--- src/rtl/iso_sync_pkg.sv ---
package iso_sync_pkg;
    typedef enum logic [1:0] {
        TX_IDLE  = 2'd0,
        TX_FIRST = 2'd1,
        TX_RUN   = 2'd2,
        TX_LAST  = 2'd3
    } tx_state_e;
endpackage

--- src/rtl/iso_tx_seq.sv ---
module iso_tx_seq
    import iso_sync_pkg::*;
#(
    parameter int CODE_W = 4
) (
    input  logic              clk,
    input  logic              rst_n,
    input  logic              sync_en,
    input  logic [CODE_W-1:0] code_start,
    input  logic [CODE_W-1:0] code_norm,
    input  logic [CODE_W-1:0] code_stop,
    input  logic              tx_start,
    input  logic              tx_stop,
    input  logic              tx_hdr,
    output logic [CODE_W-1:0] tx_code,
    output logic              tx_last,
    output logic              tx_active
);
    typedef struct packed {
        tx_state_e st;
    } tx_regs_t;

    tx_regs_t r_d, r_q;

    always_comb begin
        r_d = r_q;
        unique case (r_q.st)
            TX_IDLE: begin
                if (tx_start) r_d.st = TX_FIRST;
            end
            TX_FIRST: begin
                // a stop before any header closes the stream with no packet
                if (tx_hdr && tx_stop) r_d.st = TX_LAST;
                else if (tx_hdr)       r_d.st = TX_RUN;
                else if (tx_stop)      r_d.st = TX_IDLE;
            end
            TX_RUN: begin
                if (tx_stop) r_d.st = TX_LAST;
            end
            TX_LAST: begin
                if (tx_hdr) r_d.st = TX_IDLE;
            end
            default: r_d.st = TX_IDLE;
        endcase
    end

    always_comb begin
        tx_code = code_norm;
        if (sync_en && r_q.st == TX_FIRST) tx_code = code_start;
        if (sync_en && r_q.st == TX_LAST)  tx_code = code_stop;
    end

    assign tx_last   = (r_q.st == TX_LAST);
    assign tx_active = (r_q.st != TX_IDLE);

    always_ff @(posedge clk or negedge rst_n) begin
        if (!rst_n) r_q.st <= TX_IDLE;
        else        r_q    <= r_d;
    end
endmodule

--- src/rtl/iso_rx_gate.sv ---
module iso_rx_gate #(
    parameter int CODE_W = 4
) (
    input  logic              clk,
    input  logic              rst_n,
    input  logic              sync_en,
    input  logic [CODE_W-1:0] code_start,
    input  logic [CODE_W-1:0] code_stop,
    input  logic              rx_valid,
    input  logic [CODE_W-1:0] rx_code,
    output logic              rx_accept,
    output logic              rx_active
);
    typedef struct packed {
        logic open;
        logic acc;
    } rx_regs_t;

    rx_regs_t r_d, r_q;
    logic hit_start, hit_stop;

    assign hit_start = (rx_code == code_start);
    assign hit_stop  = (rx_code == code_stop);

    always_comb begin
        r_d     = r_q;
        r_d.acc = 1'b0;
        if (!sync_en) begin
            r_d.open = 1'b0;
            r_d.acc  = rx_valid;
        end else if (rx_valid) begin
            if (r_q.open) begin
                r_d.acc = 1'b1;
                if (hit_stop) r_d.open = 1'b0;
            end else if (hit_start) begin
                r_d.acc  = 1'b1;
                r_d.open = !hit_stop;
            end
        end
    end

    assign rx_accept = r_q.acc;
    assign rx_active = r_q.open;

    always_ff @(posedge clk or negedge rst_n) begin
        if (!rst_n) r_q <= '0;
        else        r_q <= r_d;
    end
endmodule

--- src/rtl/iso_sync_seq.sv ---
module iso_sync_seq #(
    parameter int CODE_W = 4
) (
    input  logic              clk,
    input  logic              rst_n,
    input  logic              sync_en,
    input  logic [CODE_W-1:0] code_start,
    input  logic [CODE_W-1:0] code_norm,
    input  logic [CODE_W-1:0] code_stop,
    input  logic              tx_start,
    input  logic              tx_stop,
    input  logic              tx_hdr,
    output logic [CODE_W-1:0] tx_code,
    output logic              tx_last,
    output logic              tx_active,
    input  logic              rx_valid,
    input  logic [CODE_W-1:0] rx_code,
    output logic              rx_accept,
    output logic              rx_active
);
    iso_tx_seq #(.CODE_W(CODE_W)) u_tx (
        .clk(clk), .rst_n(rst_n), .sync_en(sync_en),
        .code_start(code_start), .code_norm(code_norm), .code_stop(code_stop),
        .tx_start(tx_start), .tx_stop(tx_stop), .tx_hdr(tx_hdr),
        .tx_code(tx_code), .tx_last(tx_last), .tx_active(tx_active)
    );

    iso_rx_gate #(.CODE_W(CODE_W)) u_rx (
        .clk(clk), .rst_n(rst_n), .sync_en(sync_en),
        .code_start(code_start), .code_stop(code_stop),
        .rx_valid(rx_valid), .rx_code(rx_code),
        .rx_accept(rx_accept), .rx_active(rx_active)
    );
endmodule

--- config.mk ---
export PLATFORM = sky130hd
export DESIGN_NAME = iso_sync_seq
export DESIGN_NICKNAME = d
export VERILOG_FILES = /design/src/rtl/iso_sync_pkg.sv /design/src/rtl/iso_tx_seq.sv /design/src/rtl/iso_rx_gate.sv /design/src/rtl/iso_sync_seq.sv
export SDC_FILE = /design/constraint.sdc
export NUM_CORES = 1
export LEC_CHECK = 0
export BUFFER_PORTS_ARGS = -buffer_cell sky130_fd_sc_hd__buf_2
export CAP_MARGIN = 15
export CORE_AREA = 4 4 41 43
export CTS_BUF_LIST = sky130_fd_sc_hd__clkbuf_4
export DETAILED_ROUTE_END_ITERATION = 6
export DIE_AREA = 0 0 45 47
export PLACE_DENSITY = 0.72
export SYNTH_ARGS = -nofsm -noshare
export SYNTH_HDL_FRONTEND = slang
export SYNTH_SLANG_ARGS = --single-unit
--- constraint.sdc ---
create_clock -name clk -period 2 [get_ports clk]
set_clock_uncertainty 0.2 [all_clocks]
set_input_delay 0.5 -clock clk [delete_from_list [all_inputs] [get_ports clk]]
set_output_delay 0.5 -clock clk [all_outputs]
set_load 0.01 [all_outputs]
==> flow_metrics.tcl, run 1 <==
set metrics [dict create \
    status "complete, no violations" \
    fmax_mhz 530 \
    highest_layer "met3" \
    die_h_um 47 \
    fin_cells 89 \
    yosysTopAreaCellShare 0.275 \
    synth_cells 42 \
    p_total_mw 0.504 \
    yosys_warnings 0 \
    synth.net_count 65 \
    setup_violations 0 \
    synthesis.area_um2 364 \
    whs_endpoint "u_rx.rx_accept" \
    ant_nets 0 \
    io_pins 31 \
    fp.dieArea_mm2 0.00212 \
    dr_total_vias 404 \
    synth_cell_types 19 \
    path_cells "and2_4 -> nor2_1 -> a21oi_1 -> buf_2" \
    maxSlewViolCount 0 \
    ff_latch_area_um2 101 \
    final_area_um2 557 \
    drive_above_1_share 0.486 \
    drt_wl_total_um 961 \
    regToRegEndpoint "u_tx.r_q[0]" \
    fin_crit_sh 0.943 \
    synth_ff_type "dfrtp_1" \
    cp_top_family "flip-flops" \
    reg2reg_slack_ps 810 \
    max_stage_delay_ps 420 \
    drt-met1-wl_um 409 \
    grt_overflow 0 \
    rows 13 \
    relSlewSlack 0.826 \
    hp-class "input port to flip-flop" \
    synth_area_leaders "dfrtp_1, xnor2_1, mux2i_1" \
    gp_congestion 0.629 \
    via_per_inst 4.54 \
    multiInputGateArea_um2 254 \
    critPathLaunchType "flip-flop" \
    nFillCells 144 \
    grt_max_degree 11 \
    diodes 0 \
    synth_edf_count 0 \
    cp_num_buf_inv 1 \
    io_buffers 30 \
    cts.path.max_buffers 2 \
    cts_buffers 3 \
    powerDensity_mw_per_mm2 905 \
    arrival_ps 1190 \
    core_area_mm2 0.00130 \
    cp_slowest_cell "dfrtp_1" \
    hold_depth 2 \
    timing.hold.ws_ps 308 \
    rr_worst_depth 3 \
    clk_pin_slew_ps 40 \
    grt_pass1_vias 401 \
    antenna_found_initial 0 \
    rsz0062_at_grt "false" \
    clock_latency_ps 230 \
    hp-start "sync_en" \
    grt_pass1_wl_um 1500 \
    dr_wl_met2_um 454 \
    synthTopCellsByCount "xnor2_1, a21oi_1" \
    met3_length_um 97 \
    drc 0 \
    hold_viol 0 \
    start_util 0.280 \
    dp_cells 85 \
    fin_crit_ps 1890 \
    postCtsSetupRepairBufs 0 \
    drtIter0Drc 0 \
    yosysSeqAreaShare 0.275 \
    dpl_cell_area_um2 520 \
    cts-root-buf "clkbuf_4" \
    areaGrowthSynthToFinish_pct 52.9 \
    async_flop_share 1.00 \
    required_ps 1300 \
    p_leak_nw 0.281 \
    grt_usage 0.0999 \
    critPathKind "flip-flop to output pin" \
    fin_nets 99 \
    endpoint_kind "output pin" \
    first_pass_iters 1 \
    synth.most_common_cell "xnor2_1" \
    yosysTopAreaCell "dfrtp_1" \
    wl_per_cell_um 10.8 \
    clock-sinks 4 \
    cts_tree "done" \
    avgSynthCellArea_um2 8.67 \
    path_max_fanout 8 \
    fp.dieW_um 45 \
    cap_violations 0 \
    ys_ff_latch 4 \
    cts_max_level 1 \
    worstMarginPinSlew_ps 258 \
    tns_ps 0 \
    vdd_drop_max_mv 0.357 \
]
## how the worst max path moves through the flow
stage	from	endpoint	slack, ps	depth (start not counted)
5_1_grt	u_tx.r_q[0]	tx_code[0]	20	4
4_1_cts	flip-flop	tx_code[1]	40	3
3_5_place_dp	sync_en	tx_code[1]	80	5
3_3_place_gp	sync_en	tx_code[0]	130	5
2_1_floorplan	sync_en	tx_code[0]	310	4
6_report	u_tx.r_q[0]	tx_code[1]	110	4
## area by class of cell
cell class                 count  area share
multi-input combinational     36       0.456
timing repair buffer          31       0.288
sequential                     4       0.182
clock buffer                   3      0.0404
tap                           15      0.0337
## kinds of logic after synthesis
logic type,Yosys count,synth area share
xor gates and xnor gates,10,0.241
buffers and inverters,2,0.0344
muxes,4,0.110
and+or+nand+nor,13,0.186
DFF,4,0.275
AOI/OAI and AO/OA,9,0.155
## where the power goes
| group | total (mW) | switching [mW] | internal (mW) |
|---|---|---|---|
| sequential | 0.159 | 0.0518 | 0.107 |
| clock | 0.0979 | 0.0310 | 0.0670 |
| combinational | 0.247 | 0.109 | 0.138 |
| total | 0.504 | 0.192 | 0.312 |
## timing repair
action / CTS / global route
gates resized for setup: 1 / 2
endpoints found under the hold margin: 4 / 0
endpoints found under the setup margin: 3 / 3
hold buffers: 1 / 0
## cells in the final DEF, fill, tap and decap left out, types with 2 or more instances in the layout
cell | Yosys | routed
a21oi_1 | 5 | 5
dfrtp_1 | 4 | 3
nand2_1 | 2 | 2
buf_2 | 1 | 30
clkbuf_4 | 0 | 3
xnor2_1 | 6 | 6
nor2_1 | 4 | 4
mux2i_1 | 4 | 4
xor2_1 | 4 | 4
## layer usage
layer	global-route usage	vias to the layer above
met5	0	-
met4	0.105	0
met3	0.00383	0
met2	0.169	23
met1	0.108	171
li1	-	210
## per-stage QoR
step | worst slack, ps | utilization
after floorplan | 311 | -
after global placement | 128 | 0.400
after detailed placement | 82.0 | 0.400
after CTS | 36.7 | 0.426
after global routing | 22.6 | 0.428
final | 114 | 0.428
## worst register-to-register path, stage by stage (launching register included)
cell and delay, ps:
dfrtp_2 480, nand2b_1 180, xnor2_1 130, a21oi_1 80
No activity file was read; power rests on OpenSTA's default activity.
==> inputs of run 2 (changes only) <==
--- a/config.mk
+++ b/config.mk
@@ -8,10 +8,8 @@
 export BUFFER_PORTS_ARGS = -buffer_cell sky130_fd_sc_hd__buf_2
 export CAP_MARGIN = 15
 export CORE_AREA = 4 4 41 43
-export CTS_BUF_LIST = sky130_fd_sc_hd__clkbuf_4
 export DETAILED_ROUTE_END_ITERATION = 6
 export DIE_AREA = 0 0 45 47
-export PLACE_DENSITY = 0.72
 export SYNTH_ARGS = -nofsm -noshare
 export SYNTH_HDL_FRONTEND = slang
 export SYNTH_SLANG_ARGS = --single-unit
==> flow_metrics.tcl, run 2 (synthesis results as in run 1) <==
set metrics [dict create \
    drt_wl_total_um 946 \
    io_buffers 30 \
    ant_nets 0 \
    drive_above_1_share 0.500 \
    p_int_mw 0.315 \
    rows 13 \
    die_h_um 47 \
    grt_max_degree 11 \
    clock_latency_ps 230 \
    first_pass_iters 1 \
    p_total_mw 0.506 \
    dr_total_vias 396 \
    grt_pass1_vias 377 \
    critPathLaunchType "flip-flop" \
    hold_viol 0 \
    fin_crit_ps 1840 \
    cts_tree "done" \
    via_per_inst 4.45 \
    wl_per_cell_um 10.6 \
    cap_violations 0 \
    power_frac_comb 0.489 \
    core_area_mm2 0.00130 \
    drtIter0Drc 0 \
    cts_max_level 1 \
    layout_common_cells "buf_2, xnor2_1, a21oi_1" \
    start_util 0.280 \
    fin_crit_sh 0.921 \
    path_max_fanout 10 \
    required_ps 1300 \
    multiInputGateArea_um2 254 \
    grt_overflow 0 \
    cts.path.max_buffers 2 \
    final_common_cell "buf_2" \
    clkPwrFrac 0.194 \
    dp_cells 85 \
    powerDensity_mw_per_mm2 906 \
    cts-root-buf "clkbuf_4" \
    vdd_drop_max_mv 0.246 \
    fmax_mhz 543 \
    hp-class "input port to flip-flop" \
    cts_buffers 3 \
    tns_ps 0 \
    status "complete, no violations" \
    io_pins 31 \
    diodes 0 \
    critPathKind "flip-flop to output pin" \
    nFillCells 137 \
    grt_pass1_wl_um 1450 \
    ff_latch_area_um2 103 \
    p_sw_frac 0.378 \
    clk_pin_slew_ps 40 \
    fp.dieArea_mm2 0.00212 \
    antenna_found_initial 0 \
    arrival_ps 1140 \
    areaGrowthSynthToFinish_pct 53.3 \
    postCtsSetupRepairBufs 0 \
    worstMarginPinSlew_ps 277 \
    rsz0062_at_grt "false" \
    grt_usage 0.0980 \
    fp.dieW_um 45 \
    drc 0 \
    endpoint_kind "output pin" \
    switching_power_mw 0.191 \
    p_leak_nw 0.280 \
    gp_congestion 0.639 \
    pwr-share-seq 0.317 \
    clock-sinks 4 \
    setup_violations 0 \
    fin_nets 99 \
    relSlewSlack 0.814 \
    maxSlewViolCount 0 \
    fin_cells 89 \
]
## run 2: area by class of cell
type                       instances  area share
multi-input combinational         36       0.455
timing repair buffer              31       0.287
sequential                         4       0.184
clock buffer                       3      0.0404
tap                               15      0.0336
## run 2: stage by stage
stage | worst slack [ps] | area [µm²] | util | hold WS [ps]
floorplan | 311 | 364 | - | 4.41
global route | 63.2 | 558 | 0.429 | 321
global placement | 112 | 520 | 0.400 | 105
finish | 158 | 558 | 0.429 | 304
CTS | 0.868 | 553 | 0.425 | 290
detailed placement | 91.5 | 520 | 0.400 | 109
## run 2: what timing repair did
action,in CTS,in global routing
hold endpoints to repair,4,0
gates resized for setup,0,4
endpoints found under the setup margin,0,4
hold buffers,1,0
## run 2: path summary, 6_finish.rpt
path | slack, ps | cells after the start | startpoint | endpoint
max in group asynchronous | 1060 | 2 | rst_n | u_tx.r_q[0]
setup / recovery | 160 | 2 | flip-flop | tx_active
min in group asynchronous | 410 | 2 | rst_n | u_rx.rx_accept
hold / removal | 300 | 2 | sync_en | u_rx.rx_accept
hold reg to reg | 330 | 1 | u_tx.r_q[0] | u_tx.r_q[0]
setup reg to reg | 760 | 3 | flip-flop | u_tx.r_q[0]
## run 2: worst max-delay path, stage by stage (launching register included)
cell and delay [ps]:
dfrtp_2 480, or2_2 290, buf_2 140
## run 2: routing by layer
| layer | track usage | up-vias | part of all wire |
|---|---|---|---|
| li1 | - | 209 | - |
| met4 | 0.0702 | 0 | 0 |
| met3 | 0.0345 | 0 | 0.15 |
| met5 | 0 | - | 0 |
| met2 | 0.153 | 27 | 0.43 |
| met1 | 0.112 | 160 | 0.41 |
## run 2: power by group through the flow
stage | clock [mW] | sequential (mW) | combinational (mW)
global placement | 0 | 0.156 | 0.240
CTS | 0.103 | 0.157 | 0.248
global route | 0.110 | 0.170 | 0.274
detailed placement | 0 | 0.159 | 0.245
floorplan | 0 | 0.120 | 0.201
finish | 0.0982 | 0.160 | 0.247
==> inputs of run 3 (changes only) <==
--- a/config.mk
+++ b/config.mk
@@ -5,11 +5,13 @@
 export SDC_FILE = /design/constraint.sdc
 export NUM_CORES = 1
 export LEC_CHECK = 0
+export ABC_AREA = 1
 export BUFFER_PORTS_ARGS = -buffer_cell sky130_fd_sc_hd__buf_2
 export CAP_MARGIN = 15
 export CORE_AREA = 4 4 41 43
 export DETAILED_ROUTE_END_ITERATION = 6
 export DIE_AREA = 0 0 45 47
+export PLACE_DENSITY = 0.71
 export SYNTH_ARGS = -nofsm -noshare
 export SYNTH_HDL_FRONTEND = slang
 export SYNTH_SLANG_ARGS = --single-unit
==> flow_metrics.tcl, run 3 <==
set metrics [dict create \
    path_max_fanout 8 \
    p_leak_nw 0.472 \
    p_total_mw 0.647 \
    cts.path.max_buffers 2 \
    fin_crit_ps 1970 \
    hp-class "input port to flip-flop" \
    fp.dieArea_mm2 0.00212 \
    dr_total_vias 654 \
    grt_pass1_vias 593 \
    endpoint_kind "output pin" \
    met2_usage 0.249 \
    clock_latency_ps 230 \
    via_per_inst 4.54 \
    wl_per_cell_um 9.09 \
    io_buffers 30 \
    synth.most_common_cell "nand2_1" \
    fin_crit_sh 0.983 \
    grt_pass1_wl_um 2290 \
    fin_util 0.563 \
    cts_buffers 3 \
    gp_congestion 0.733 \
    busiest_layer "met2" \
    max_stage_delay_ps 430 \
    rr_worst_depth 7 \
    dp_hpwl_um 1090 \
    setup_violations 0 \
    powerDensity_mw_per_mm2 883 \
    hold_viol 0 \
    critical_path_depth 6 \
    final_common_cell "nand2_1" \
    clock-sinks 4 \
    start_util 0.375 \
    arrival_ps 1270 \
    final_area_um2 732 \
    vdd_drop_max_mv 0.473 \
    antenna_found_initial 0 \
    grt_overflow 0 \
    yosysSeqAreaShare 0.205 \
    yosys_warnings 0 \
    drt_wl_total_um 1310 \
    grt_usage 0.146 \
    status "complete, no violations" \
    fp.dieW_um 45 \
    synth.net_count 113 \
    synth_edf_count 0 \
    drive_above_1_share 0.364 \
    ant_nets 0 \
    avgSynthCellArea_um2 5.42 \
    cp_num_buf_inv 2 \
    grt_max_degree 9 \
    nFillCells 135 \
    required_ps 1300 \
    synthTopCellsByCount "nand2_1, inv_1, nor2_1" \
    cp_slowest_cell "dfrtp_2" \
    relSlewSlack 0.866 \
    tns_ps 0 \
    cts_max_level 1 \
    met1_usage 0.176 \
    rows 13 \
    cts-root-buf "clkbuf_4" \
    first_pass_iters 4 \
    ys_ff_latch 4 \
    maxSlewViolCount 0 \
    drc 0 \
    fin_cells 144 \
    layout_common_cells "nand2_1, buf_2, inv_1, nor2_1" \
    yosysTopAreaCellShare 0.292 \
    synth_area_leaders "nand2_1, dfrtp_1, inv_1" \
    dpl_cell_area_um2 664 \
    cp_top_family "flip-flops" \
    yosysTopAreaCell "nand2_1" \
    die_h_um 47 \
    synthesis.area_um2 488 \
    rsz0062_at_grt "true" \
    drtIter0Drc 12 \
    worstMarginPinSlew_ps 200 \
    fin_nets 154 \
    path_cells "nand2_2 -> clkinv_2 -> nand2_4 -> o211ai_1 -> o21ai_1 -> buf_2" \
    areaGrowthSynthToFinish_pct 50.0 \
    clk_pin_slew_ps 40 \
    critPathKind "flip-flop to output pin" \
    dp_cells 136 \
    cap_violations 0 \
    hold_depth 3 \
    io_pins 31 \
    critPathLaunchType "flip-flop" \
    synth_cells 90 \
    diodes 0 \
    cts_tree "done" \
    use_met3 0.0307 \
    synth_cell_types 17 \
    synth_ff_type "dfrtp_1" \
    core_area_mm2 0.00130 \
    async_flop_share 1.00 \
    fmax_mhz 509 \
]
## run 3: cell types whose count changed in the layout (fill, tap and decap cells not counted), sizes merged, moves of 5 or more
cell and change:
nand2 +39, inv +20, o21ai +6, xnor2 -6
buf +5
## run 3: per-layer routing
metal,part of all wire,vias up
li1,-,354
met1,0.42,283
met2,0.52,17
met3,0.060,0
met4,0,0
met5,0,-
## run 3: repair_timing
action,CTS,global route
buffers inserted,2,2
pin swaps,0,2
hold endpoints to repair,4,0
hold buffers,1,0
setup endpoints to repair,4,4
cloned,0,0
resized for setup,2,1
## run 3: power breakdown
group	switching, mW	internal, mW
logic	0.221	0.187
registers	0.0293	0.109
clock network	0.0328	0.0671
total	0.283	0.363
## run 3: worst paths after layout
kind	slack, ps	endpoint	startpoint
max in group asynchronous	1050	u_tx.r_q[0]	rst_n
min reg2reg	380	u_rx.rx_accept	u_rx.rx_active
min	280	u_rx.rx_accept	rx_valid
max	30	tx_code[3]	flip-flop
min in group asynchronous	410	u_rx.rx_accept	rst_n
max reg2reg	680	u_tx.r_q[0]	flip-flop
## run 3: cells by family after synthesis
kind of cell / synth area share
AO/OA/AOI/OAI: 0.162
buffers and inverters: 0.164
flip-flops: 0.205
AND/OR/NAND/NOR: 0.469
## run 3: through the flow
step                      hold slack [ps]  setup WS [ps]
after floorplan                      4.41            336
after global placement                105            115
after detailed placement              109            101
after CTS                             278           2.23
after global routing                  284          -57.8
final                                 285           33.8
## run 3: cell type report
class                           instances  area [µm²]  area share
Timing Repair Buffer                   36         198       0.270
Clock buffer                            3        22.5      0.0308
Multi-Input combinational cell         65         310       0.424
Tap cell                               15        18.8      0.0256
Sequential cell                         4         103       0.140
Inverter                               21        80.1       0.109
## run 3: worst reg2reg max path: cells and delay by family, from the launching register on
| kind | cells | cell delay (ps) |
|---|---|---|
| flops | 1 | 430 |
| simple gates | 4 | 300 |
| buf+inv | 2 | 210 |
| compound gates | 1 | 50 |
